==> src/rtl/mw_eeprom.sv <==
module mw_eeprom #(
  parameter int AW        = 6,
  parameter int DW        = 16,
  parameter int CYCLE_LEN = 40,
  parameter bit CS_START  = 1'b0
) (
  input  logic clk,
  input  logic rst_n,
  input  logic cs,
  input  logic sck,
  input  logic di,
  output logic do_o,
  output logic do_oe
);
  localparam int WORDS = 1 << AW;
  localparam int CMDW  = AW + 2;
  localparam int MAXB  = (CMDW > DW) ? CMDW : DW;
  localparam int NW    = $clog2(MAXB + 1);
  localparam int TW    = $clog2(CYCLE_LEN + 1);

  typedef enum logic [2:0] {S_IDLE, S_CMD, S_DATA, S_RD, S_DONE} st_t;

  st_t             st;
  logic            cs_q, sck_q, wen, busy, stat, pend;
  logic [NW-1:0]   cnt;
  logic [TW-1:0]   tmr;
  logic [CMDW-1:0] sh;
  logic [DW-1:0]   dsh, wdata;
  logic [DW:0]     rd_sh;
  logic [DW-1:0]   mem [WORDS];

  wire             sck_rise = cs && sck && !sck_q;
  wire             cs_fall  = !cs && cs_q;
  wire [CMDW-1:0]  cmd_nx   = {sh[CMDW-2:0], di};
  wire [DW-1:0]    dat_nx   = {dsh[DW-2:0], di};
  wire             last_dat = sck_rise && st == S_DATA && cnt == NW'(DW - 1);
  wire             go       = (!CS_START && last_dat && wen) || (cs_fall && pend);

  assign do_oe = cs_q && ((st == S_IDLE && stat) || st == S_RD);
  assign do_o  = (st == S_RD) ? rd_sh[DW] : !busy;

  always_ff @(posedge clk or negedge rst_n) begin
    if (!rst_n) begin
      st    <= S_IDLE;
      cs_q  <= 1'b0;
      sck_q <= 1'b0;
      wen   <= 1'b0;
      busy  <= 1'b0;
      stat  <= 1'b0;
      pend  <= 1'b0;
      cnt   <= '0;
      tmr   <= '0;
      sh    <= '0;
      dsh   <= '0;
      wdata <= '0;
      rd_sh <= '0;
      for (int i = 0; i < WORDS; i++) mem[i] <= '1;
    end else begin
      cs_q  <= cs;
      sck_q <= sck;
      if (busy) begin
        if (tmr == '0) begin
          busy <= 1'b0;
          for (int i = 0; i < WORDS; i++) mem[i] <= wdata;
        end else begin
          tmr <= tmr - 1'b1;
        end
      end
      if (go) begin
        busy <= 1'b1;
        tmr  <= TW'(CYCLE_LEN - 1);
        stat <= 1'b1;
        pend <= 1'b0;
        for (int i = 0; i < WORDS; i++) mem[i] <= '1;
      end
      if (cs_fall) begin
        st <= S_IDLE;
      end else if (sck_rise) begin
        case (st)
          S_IDLE: if (di && !busy) begin
            st   <= S_CMD;
            cnt  <= '0;
            stat <= 1'b0;
          end
          S_CMD: begin
            sh  <= cmd_nx;
            cnt <= cnt + 1'b1;
            if (cnt == NW'(CMDW - 1)) begin
              st <= S_DONE;
              if (cmd_nx[CMDW-1 -: 2] == 2'b10) begin
                st    <= S_RD;
                rd_sh <= {1'b0, mem[cmd_nx[AW-1:0]]};
              end else if (cmd_nx[CMDW-1 -: 2] == 2'b00) begin
                case (cmd_nx[AW-1 -: 2])
                  2'b11:   wen <= 1'b1;
                  2'b00:   wen <= 1'b0;
                  2'b01: begin
                    st  <= S_DATA;
                    cnt <= '0;
                  end
                  default: ;
                endcase
              end
            end
          end
          S_DATA: begin
            dsh <= dat_nx;
            cnt <= cnt + 1'b1;
            if (cnt == NW'(DW - 1)) begin
              st <= S_DONE;
              if (wen) begin
                wdata <= dat_nx;
                if (CS_START) pend <= 1'b1;
              end
            end
          end
          S_RD:    rd_sh <= {rd_sh[DW-1:0], 1'b0};
          default: ;
        endcase
      end
    end
  end


  dout_off_when_deselected_chk: assert property (@(posedge clk) disable iff (!rst_n)
    !cs |=> !do_oe);


  dout_off_while_shifting_chk: assert property (@(posedge clk) disable iff (!rst_n)
    (st == S_CMD || st == S_DATA) |-> !do_oe);


  cycle_needs_enable_chk: assert property (@(posedge clk) disable iff (!rst_n)
    $rose(busy) |-> $past(wen));


  enable_frozen_when_busy_chk: assert property (@(posedge clk) disable iff (!rst_n)
    busy |=> $stable(wen));


  status_low_when_busy_chk: assert property (@(posedge clk) disable iff (!rst_n)
    (busy && do_oe && st == S_IDLE) |-> !do_o);


  array_uniform_after_cycle_chk: assert property (@(posedge clk) disable iff (!rst_n)
    $fell(busy) |-> (mem[0] == mem[WORDS-1] && mem[WORDS/2] == mem[0]));
endmodule

==> config.mk <==
export PLATFORM = sky130hd
export DESIGN_NAME = mw_eeprom
export DESIGN_NICKNAME = d
export VERILOG_FILES = /design/src/rtl/mw_eeprom.sv
export SDC_FILE = /design/constraint.sdc
export NUM_CORES = 1
export LEC_CHECK = 0
export ABC_CLOCK_PERIOD_IN_PS = 2100
export CORE_MARGIN = 2
export CORE_UTILIZATION = 40
export DETAILED_ROUTE_END_ITERATION = 10
export PLACE_DENSITY = 0.65
export RECOVER_POWER = 100
export SYNTH_ARGS = -nofsm -noshare
export SYNTH_HDL_FRONTEND = slang
export SYNTH_SLANG_ARGS = --single-unit
==> constraint.sdc <==
create_clock -name clk -period 2.1 [get_ports clk]
set_input_delay 0.525 -clock clk [delete_from_list [all_inputs] [get_ports clk]]
set_output_delay 0.525 -clock clk [all_outputs]
set_load 0.05 [all_outputs]
==> summary.md, run 1 <==
| Metric | Value |
|---|---|
| Sequential cell area fraction in the yosys report | `56.0%` |
| Nature of the critical path endpoint | `flop` |
| Top post-synthesis cells by area | `dfrtp_1, mux2_2, dfstp_2` |
| GRT met1 Usage | `18.1%` |
| Clk Latency, worst-skew pair | `0.37 ns` |
| M3 GR Usage | `2.99%` |
| Setup Skew | `0.0117 ns` |
| Post-synth top area share | `45.7%` |
| I/O Pins | `7` |
| Hold slack | `0.458 ns` |
| Ant diodes | `0` |
| PwrDens | `657 nW/um^2` |
| Drt wl/cell | `13.7 um` |
| Total CTS buffers | `9` |
| # clock sinks | `90` |
| Clk root buf | `clkbuf_8` |
| EDFF count, synth | `0` |
| Clk buf depth | `2` |
| Vias in the first global route | `2,485` |
| Setup CP Type | `flop to flop` |
| Final Core Density | `48.6%` |
| R2R setup slack | `0.04 ns` |
| I/O Buffers | `6` |
| DIE HEIGHT | `105 um` |
| Synth warn | `0` |
| Synthesized instance count | `333` |
| Maximum clock rate | `0.487 GHz` |
| RSZ-0062 raised after global routing | `true` |
| Share of post-route cells with drive strength above 1 | `38.8%` |
| Yosys cell types | `44` |
| Post-route clock period utilization | `97.9%` |
| Final std cells w/o fill | `504` |
| Routed vias/inst | `5.02` |
| Remaining Overflow, GRT | `0` |
| CP Max Fanout | `8` |
| Peak supply drop | `263 uV` |
| Via count | `2,530` |
| Starting DRT DRC Count | `94` |
| Worst EP arrival | `2.31 ns` |
| CTS H-tree lvls | `3` |
| Required time of the critical path | `2.35 ns` |
| Post-Syn Nets | `344` |
| Min-delay worst type | `input port to async pin` |
| Max Slew Vio Count | `0` |
| Yosys top cell by area | `dfrtp_1` |
| Least-Margin Pin Slew | `1.38 ns` |
| Row cnt | `36` |
| Die area | `11,000 sq um` |
| Clock slew at reported path FFs | `0.09 ns` |
| DIE WIDTH | `105 um` |
| Synth async-reset ratio | `100%` |
| Nets | `377` |
| Relative slew slack | `8.32%` |
| Drt first pass iters | `4` |
| Status | `complete, no violations` |
| Initial Utilization | `41.3%` |
| CTS Hold Bufs | `0` |
| Total track usage | `13.6%` |
| Clock tree from TritonCTS | `yes` |
| Drc violations | `0` |
| Core Box Area | `9820 sq um` |
| Minimum clock period | `2.06 ns` |
| Hold Vio Cnt, Final | `0` |
| First-pass GRT wire length | `11,900 um` |
| Setup Viol. Count Final | `0` |
| Total Power | `3.13 mW` |
| Startpoint types | `flop` |
| Hpwl dp | `4500 um` |
| RD Place Congestion | `0.819` |
| Post-synth design cell area | `4060 sq um` |
| Post-route ant nets | `0` |
| Dominant synthesized flop cell | `dfrtp_1` |
| Area Overhead vs Synth | `17.6%` |
| WL final | `6930 um` |
| FF+latch count, synth | `90` |
| Synthesized area per cell | `12.2 sq um` |
| Largest net degree at the start of global routing | `34` |
| Initial antenna violation count | `0` |
| Most used routing layer | `met2` |
| Inst Count DP | `476` |
| Max_cap viols | `0` |
| Met2 Use GR | `21.3%` |
| Leakage | `2.26 nW` |
==> stage by stage <==
step / setup TNS [ns] / worst slack (ns) / instance area [sq um]
final: 0 / 0.0445 / 4770
after global routing: -0.142 / -0.0260 / 4770
after CTS: 0 / 0.0147 / 4680
after detailed placement: -4.89 / -0.133 / 4400
after global placement: -3.51 / -0.0953 / 4400
after floorplan: -0.0914 / -0.0914 / 4060
==> cells in the final DEF, fill, tap and decap left out, types with 3 or more instances in the layout <==
cell type and instances:
mux2_2 58, nand2b_1 5, o21ai_0 12, inv_1 10, dfrtp_1 71, nor2_1 10, dfstp_2 16, mux2i_1 6
clkbuf_8 11, ha_1 5, buf_4 24, nand3_1 20, o211ai_1 5, xor2_1 3, or3_1 3, mux2_4 7
buf_12 6, nand2_1 49, dfrtp_2 3
==> cells by family (layout without fill, tap and decap cells) <==
family / Yosys count / count (layout) / share of synthesized area [%]
xor gates and xnor gates: 5 / 5 / 1.08
adders and majority gates: 6 / 6 / 1.85
and+or+nand+nor: 105 / 105 / 12.7
AOI/OAI and AO/OA: 29 / 29 / 4.50
buffers and inverters: 27 / 65 / 3.67
DFF: 90 / 90 / 56.0
muxes: 71 / 71 / 20.2
==> critical path, cell delays in order (launching register included) <==
cell	delay, ns
dfrtp_1	0.40
ha_4	0.17
and4bb_2	0.30
a21oi_1	0.12
nor4b_4	0.28
buf_4	0.18
clkbuf_16	0.16
mux2_2	0.32
==> per-layer routing <==
| layer | share of wire [%] | vias up |
|---|---|---|
| met4 | 2.5 | 0 |
| met5 | 0 | - |
| met1 | 48 | 1270 |
| li1 | - | 1223 |
| met3 | 1.9 | 13 |
| met2 | 48 | 24 |
==> cell usage after synthesis (2+ instances only) <==
library cell  count
dfrtp_1          74
mux2_2           58
nand2_1          49
nand3_1          20
dfstp_2          16
o21ai_0          12
nor2_1           11
inv_1            10
clkbuf_1          8
mux2_4            7
ha_1              6
mux2i_1           6
nand2b_1          5
o211ai_1          5
buf_2             4
a21oi_1           3
buf_6             3
nor3_1            3
or3_1             3
xor2_1            3
and3_1            2
nand3b_1          2
xnor2_1           2
==> path summary, 6_finish.rpt <==
kind | from | endpoint | cells past startpoint
setup / recovery | cnt[0] | rd_sh[3] | 7
hold / removal | rst_n | dsh[9] | 1
setup reg to reg | cnt[0] | rd_sh[3] | 7
hold reg to reg | mem[1015] | mem[1015] | 2
max in group asynchronous | rst_n | mem[1015] | 2
min in group clk | mem[1015] | mem[1015] | 2
==> registers in the layout (all words and copies together) (netlist names), 3 cells and up <==
name   flops
cnt        5
dsh       15
mem       16
rd_sh     17
sh         7
st         3
tmr        6
wdata     16
==> layout make-up <==
cell class / count / area (sq um)
Tap cell: 133 / 166
Timing Repair Buffer: 39 / 384
Clock buffer: 12 / 155
Clock inverter: 4 / 73.8
Inverter: 10 / 37.5
Sequential cell: 90 / 2280
Fill cell: 900 / 5050
Multi-Input combinational cell: 216 / 1680
==> where the power goes <==
part	internal [mW]	total (mW)	switching (mW)
registers	1.74	1.74	0.00286
clock network	0.736	1.33	0.590
logic	0.0196	0.0649	0.0453
==> repair_timing <==
| item | CTS | global route |
|---|---|---|
| cloned | 0 | 1 |
| setup buffers | 4 | 7 |
| resized for setup | 5 | 5 |
| pin swaps | 1 | 1 |
| endpoints found under the setup margin | 2 | 28 |
(Power assumes the default switching activity.)
==> run 2, diff against run 1 <==
--- a/config.mk
+++ b/config.mk
@@ -6,11 +6,14 @@
 export NUM_CORES = 1
 export LEC_CHECK = 0
 export ABC_CLOCK_PERIOD_IN_PS = 2100
+export CAP_MARGIN = 20
+export CORE_ASPECT_RATIO = 0.5
 export CORE_MARGIN = 2
 export CORE_UTILIZATION = 40
 export DETAILED_ROUTE_END_ITERATION = 10
 export PLACE_DENSITY = 0.65
 export RECOVER_POWER = 100
+export SKIP_LAST_GASP = 1
 export SYNTH_ARGS = -nofsm -noshare
 export SYNTH_HDL_FRONTEND = slang
 export SYNTH_SLANG_ARGS = --single-unit
==> run 2 against run 1 <==
Effect of this change:
- clock skew down 0.0064 ns
- hold slack worse by 0.11 ns
- core utilization up 0.37 points
- global-route usage up 0.87 points
- design area down 1.1%
- non-clock buffer count down 2
- sequential cell count unchanged
- total power up 5.3%
- critical path type is now flop to output pin
- combinational power down 4.2%
==> summary.md, run 2 (same netlist as run 1, synthesis figures left out) <==
| Metric | Value |
|---|---|
| FF-to-FF End | `rd_sh[9]` |
| DIE HEIGHT | `75.2 um (-28%)` |
| Nature of the critical path endpoint | `output pin` |
| Initial antenna violation count | `0 (unchanged)` |
| Inst Count DP | `483 (+1.5%)` |
| Maximum clock rate | `0.500 GHz (+2.7%)` |
| Hpwl dp | `5170 um (+15%)` |
| Required time of the critical path | `1.57 ns (-0.78 ns)` |
| Clock power frac | `45.2% (+2.9 points)` |
| # clock sinks | `90 (unchanged)` |
| Total CTS buffers | `9 (unchanged)` |
| Remaining Overflow, GRT | `0 (unchanged)` |
| Starting DRT DRC Count | `108 (+15%)` |
| Max_cap viols | `0 (unchanged)` |
| Register share of total power | `52.9% (-2.7 points)` |
| Total track usage | `14.5% (+0.87 points)` |
| Hold slack | `0.351 ns (-0.107 ns)` |
| Startpoint types | `flop` |
| RD Place Congestion | `0.780 (-4.8%)` |
| Hold Vio Cnt, Final | `0 (unchanged)` |
| Switching share of power | `20.5% (+0.14 points)` |
| Vias in the first global route | `2,538 (+2.1%)` |
| Relative slew slack | `31.7% (+23 points)` |
| Worst EP arrival | `1.48 ns (-0.83 ns)` |
| P_sw | `0.677 mW (+6.0%)` |
| Routed vias/inst | `5.09 (+1.4%)` |
| DIE WIDTH | `146 um (+40%)` |
| I/O Buffers | `6 (unchanged)` |
| Area Overhead vs Synth | `16.2%` |
| R2R setup slack | `0.11 ns (+0.07 ns)` |
| Most common cell after layout, fill and taps aside | `dfrtp_1` |
| CTS H-tree lvls | `3 (unchanged)` |
| Core Box Area | `9630 sq um (-1.9%)` |
| Status | `complete, no violations` |
| WL final | `7250 um (+4.7%)` |
| Most frequent CP cell | `buf_6` |
| Max Slew Vio Count | `0 (unchanged)` |
| Clk Latency, worst-skew pair | `0.34 ns (-0.03 ns)` |
| Buffers & Inverters on Critical Path | `3 (+1)` |
| Nets | `375 (-0.53%)` |
| I/O Pins | `7 (unchanged)` |
| Post-route ant nets | `0 (unchanged)` |
| Drc violations | `0 (unchanged)` |
| Ant diodes | `0 (unchanged)` |
| Setup CP Type | `flop to output pin` |
| Largest regs | `rd_sh: 17 flops, mem: 16 flops, wdata: 16 flops` |
| Final std cells w/o fill | `503 (-0.20%)` |
| Peak supply drop | `463 uV (+76%)` |
| Post-route clock period utilization | `95.3% (-2.6 points)` |
| Clock slew at reported path FFs | `0.06 ns (-0.03 ns)` |
| Clock tree from TritonCTS | `yes` |
| Drt wl/cell | `14.4 um (+4.9%)` |
| CP Max Fanout | `9 (+1)` |
| Comb pwr share | `1.9% (-0.2 points)` |
| Internal | `2.62 mW (+5.1%)` |
| Clk root buf | `clkbuf_16` |
| Critical-path cell list | `buf_6, nand3b_1, buf_6, nor2_2, a21oi_2, buf_12` |
| First-pass GRT wire length | `12,400 um (+4.1%)` |
| Least-Margin Pin Slew | `1.03 ns (-0.350 ns)` |
| Reg2reg path depth | `6 (-1)` |
| Clk buf depth | `2 (unchanged)` |
| PwrDens | `700 nW/um^2 (+6.5%)` |
| Die area | `11,000 sq um (+0.45%)` |
| Share of post-route cells with drive strength above 1 | `35.1% (-3.8 points)` |
| Crit path max-delay family | `buffers and inverters` |
| Initial Utilization | `42.1% (+0.79 points)` |
| Drt first pass iters | `4 (unchanged)` |
| Biggest register | `rd_sh` |
| Min-delay worst type | `input port to async pin` |
| Setup Viol. Count Final | `0 (unchanged)` |
| Leakage | `2.22 nW (-1.7%)` |
| Minimum clock period | `2.00 ns (-0.0547 ns)` |
| Critical R2R Launch | `cnt[0]` |
| Largest net degree at the start of global routing | `42 (+24%)` |
| Largest stage delay on the critical path | `0.39 ns (about the same)` |
| Slowest CP cell | `dfrtp_1` |
| Setup Skew | `0.00536 ns (-0.00638 ns)` |
| Max FFs per register | `17 (unchanged)` |
| Via count | `2,560 (+1.2%)` |
| Row cnt | `25 (-31%)` |
| Highest-count cells in the layout ignoring fill and taps | `dfrtp_1, mux2_2, nand2_1` |
run 2: cell count changes in the layout (fill, tap and decap cells not counted), moves of 2 or more:
cell | previous run | this run
buf_4 | 24 | 16
bufinv_16 | 2 | 0
clkinvlp_4 | 0 | 2
clkbuf_16 | 1 | 9
mux2_1 | 0 | 7
buf_6 | 0 | 2
mux2_4 | 7 | 0
clkbuf_1 | 2 | 6
clkbuf_8 | 11 | 2
clkbuf_2 | 2 | 4
run 2: metal layers:
metal / track usage (%) / share of wire (%)
met1: 19.3 / 50
met2: 23.5 / 47
met3: 4.06 / 2.6
met4: 5.07 / 1.1
met5: 0 / 0
run 2: stage by stage:
| step | total power [mW] | setup WS [ns] | setup TNS [ns] | instance area [sq um] | utilization (%) |
|---|---|---|---|---|---|
| after global placement | 1.85 | -0.0774 | -1.49 | 4440 | 46.1 |
| after floorplan | 1.79 | -0.0914 | -0.0914 | 4060 | - |
| after detailed placement | 1.85 | -0.146 | -3.44 | 4440 | 46.1 |
| after CTS | 3.36 | 0.0282 | 0 | 4750 | 49.3 |
| final | 3.30 | 0.0992 | 0 | 4710 | 48.9 |
| after global routing | 3.44 | -0.00162 | -0.00162 | 4710 | 48.9 |
run 2: repair_timing:
action	in CTS	in global routing
endpoints found under the setup margin	2	3
hold buffers	0	0
gates resized for setup	2	6
buffers inserted	3	2
run 2: power groups by stage:
stage	Sequential, mW	Clock [mW]	Combinational [mW]
floorplan	1.78	0	0.0113
detailed placement	1.78	0	0.0742
finish	1.75	1.49	0.0622
CTS	1.74	1.54	0.0744
global placement	1.78	0	0.0706
global route	1.74	1.62	0.0730
run 2: worst max path at each step:
stage | startpoint | endpoint | slack, ns | cells past startpoint
2_1_floorplan | st[2] | do_oe | -0.09 | 4
3_3_place_gp | cs | rd_sh[9] | -0.08 | 6
3_5_place_dp | cs | rd_sh[9] | -0.15 | 6
4_1_cts | st[2] | do_oe | 0.03 | 4
5_1_grt | st[0] | do_o | -0.002 | 6
6_report | st[0] | do_o | 0.1 | 6
run 2: area by class of cell:
type	count	area [sq um]
Tap cell	135	169
Multi-Input combinational cell	216	1630
Clock buffer	12	256
Inverter	10	37.5
Fill cell	858	4920
Clock inverter	3	23.8
Sequential cell	90	2270
Timing Repair Buffer	37	327
run 2: worst reg2reg max path, delay by kind of cell, from the launching register on:
| kind | cells | cell delay [ns] |
|---|---|---|
| compound gates | 1 | 0.13 |
| fa+ha+maj | 1 | 0.22 |
| buf+inv | 1 | 0.19 |
| flops | 1 | 0.39 |
| mux | 1 | 0.35 |
| simple gates | 2 | 0.60 |
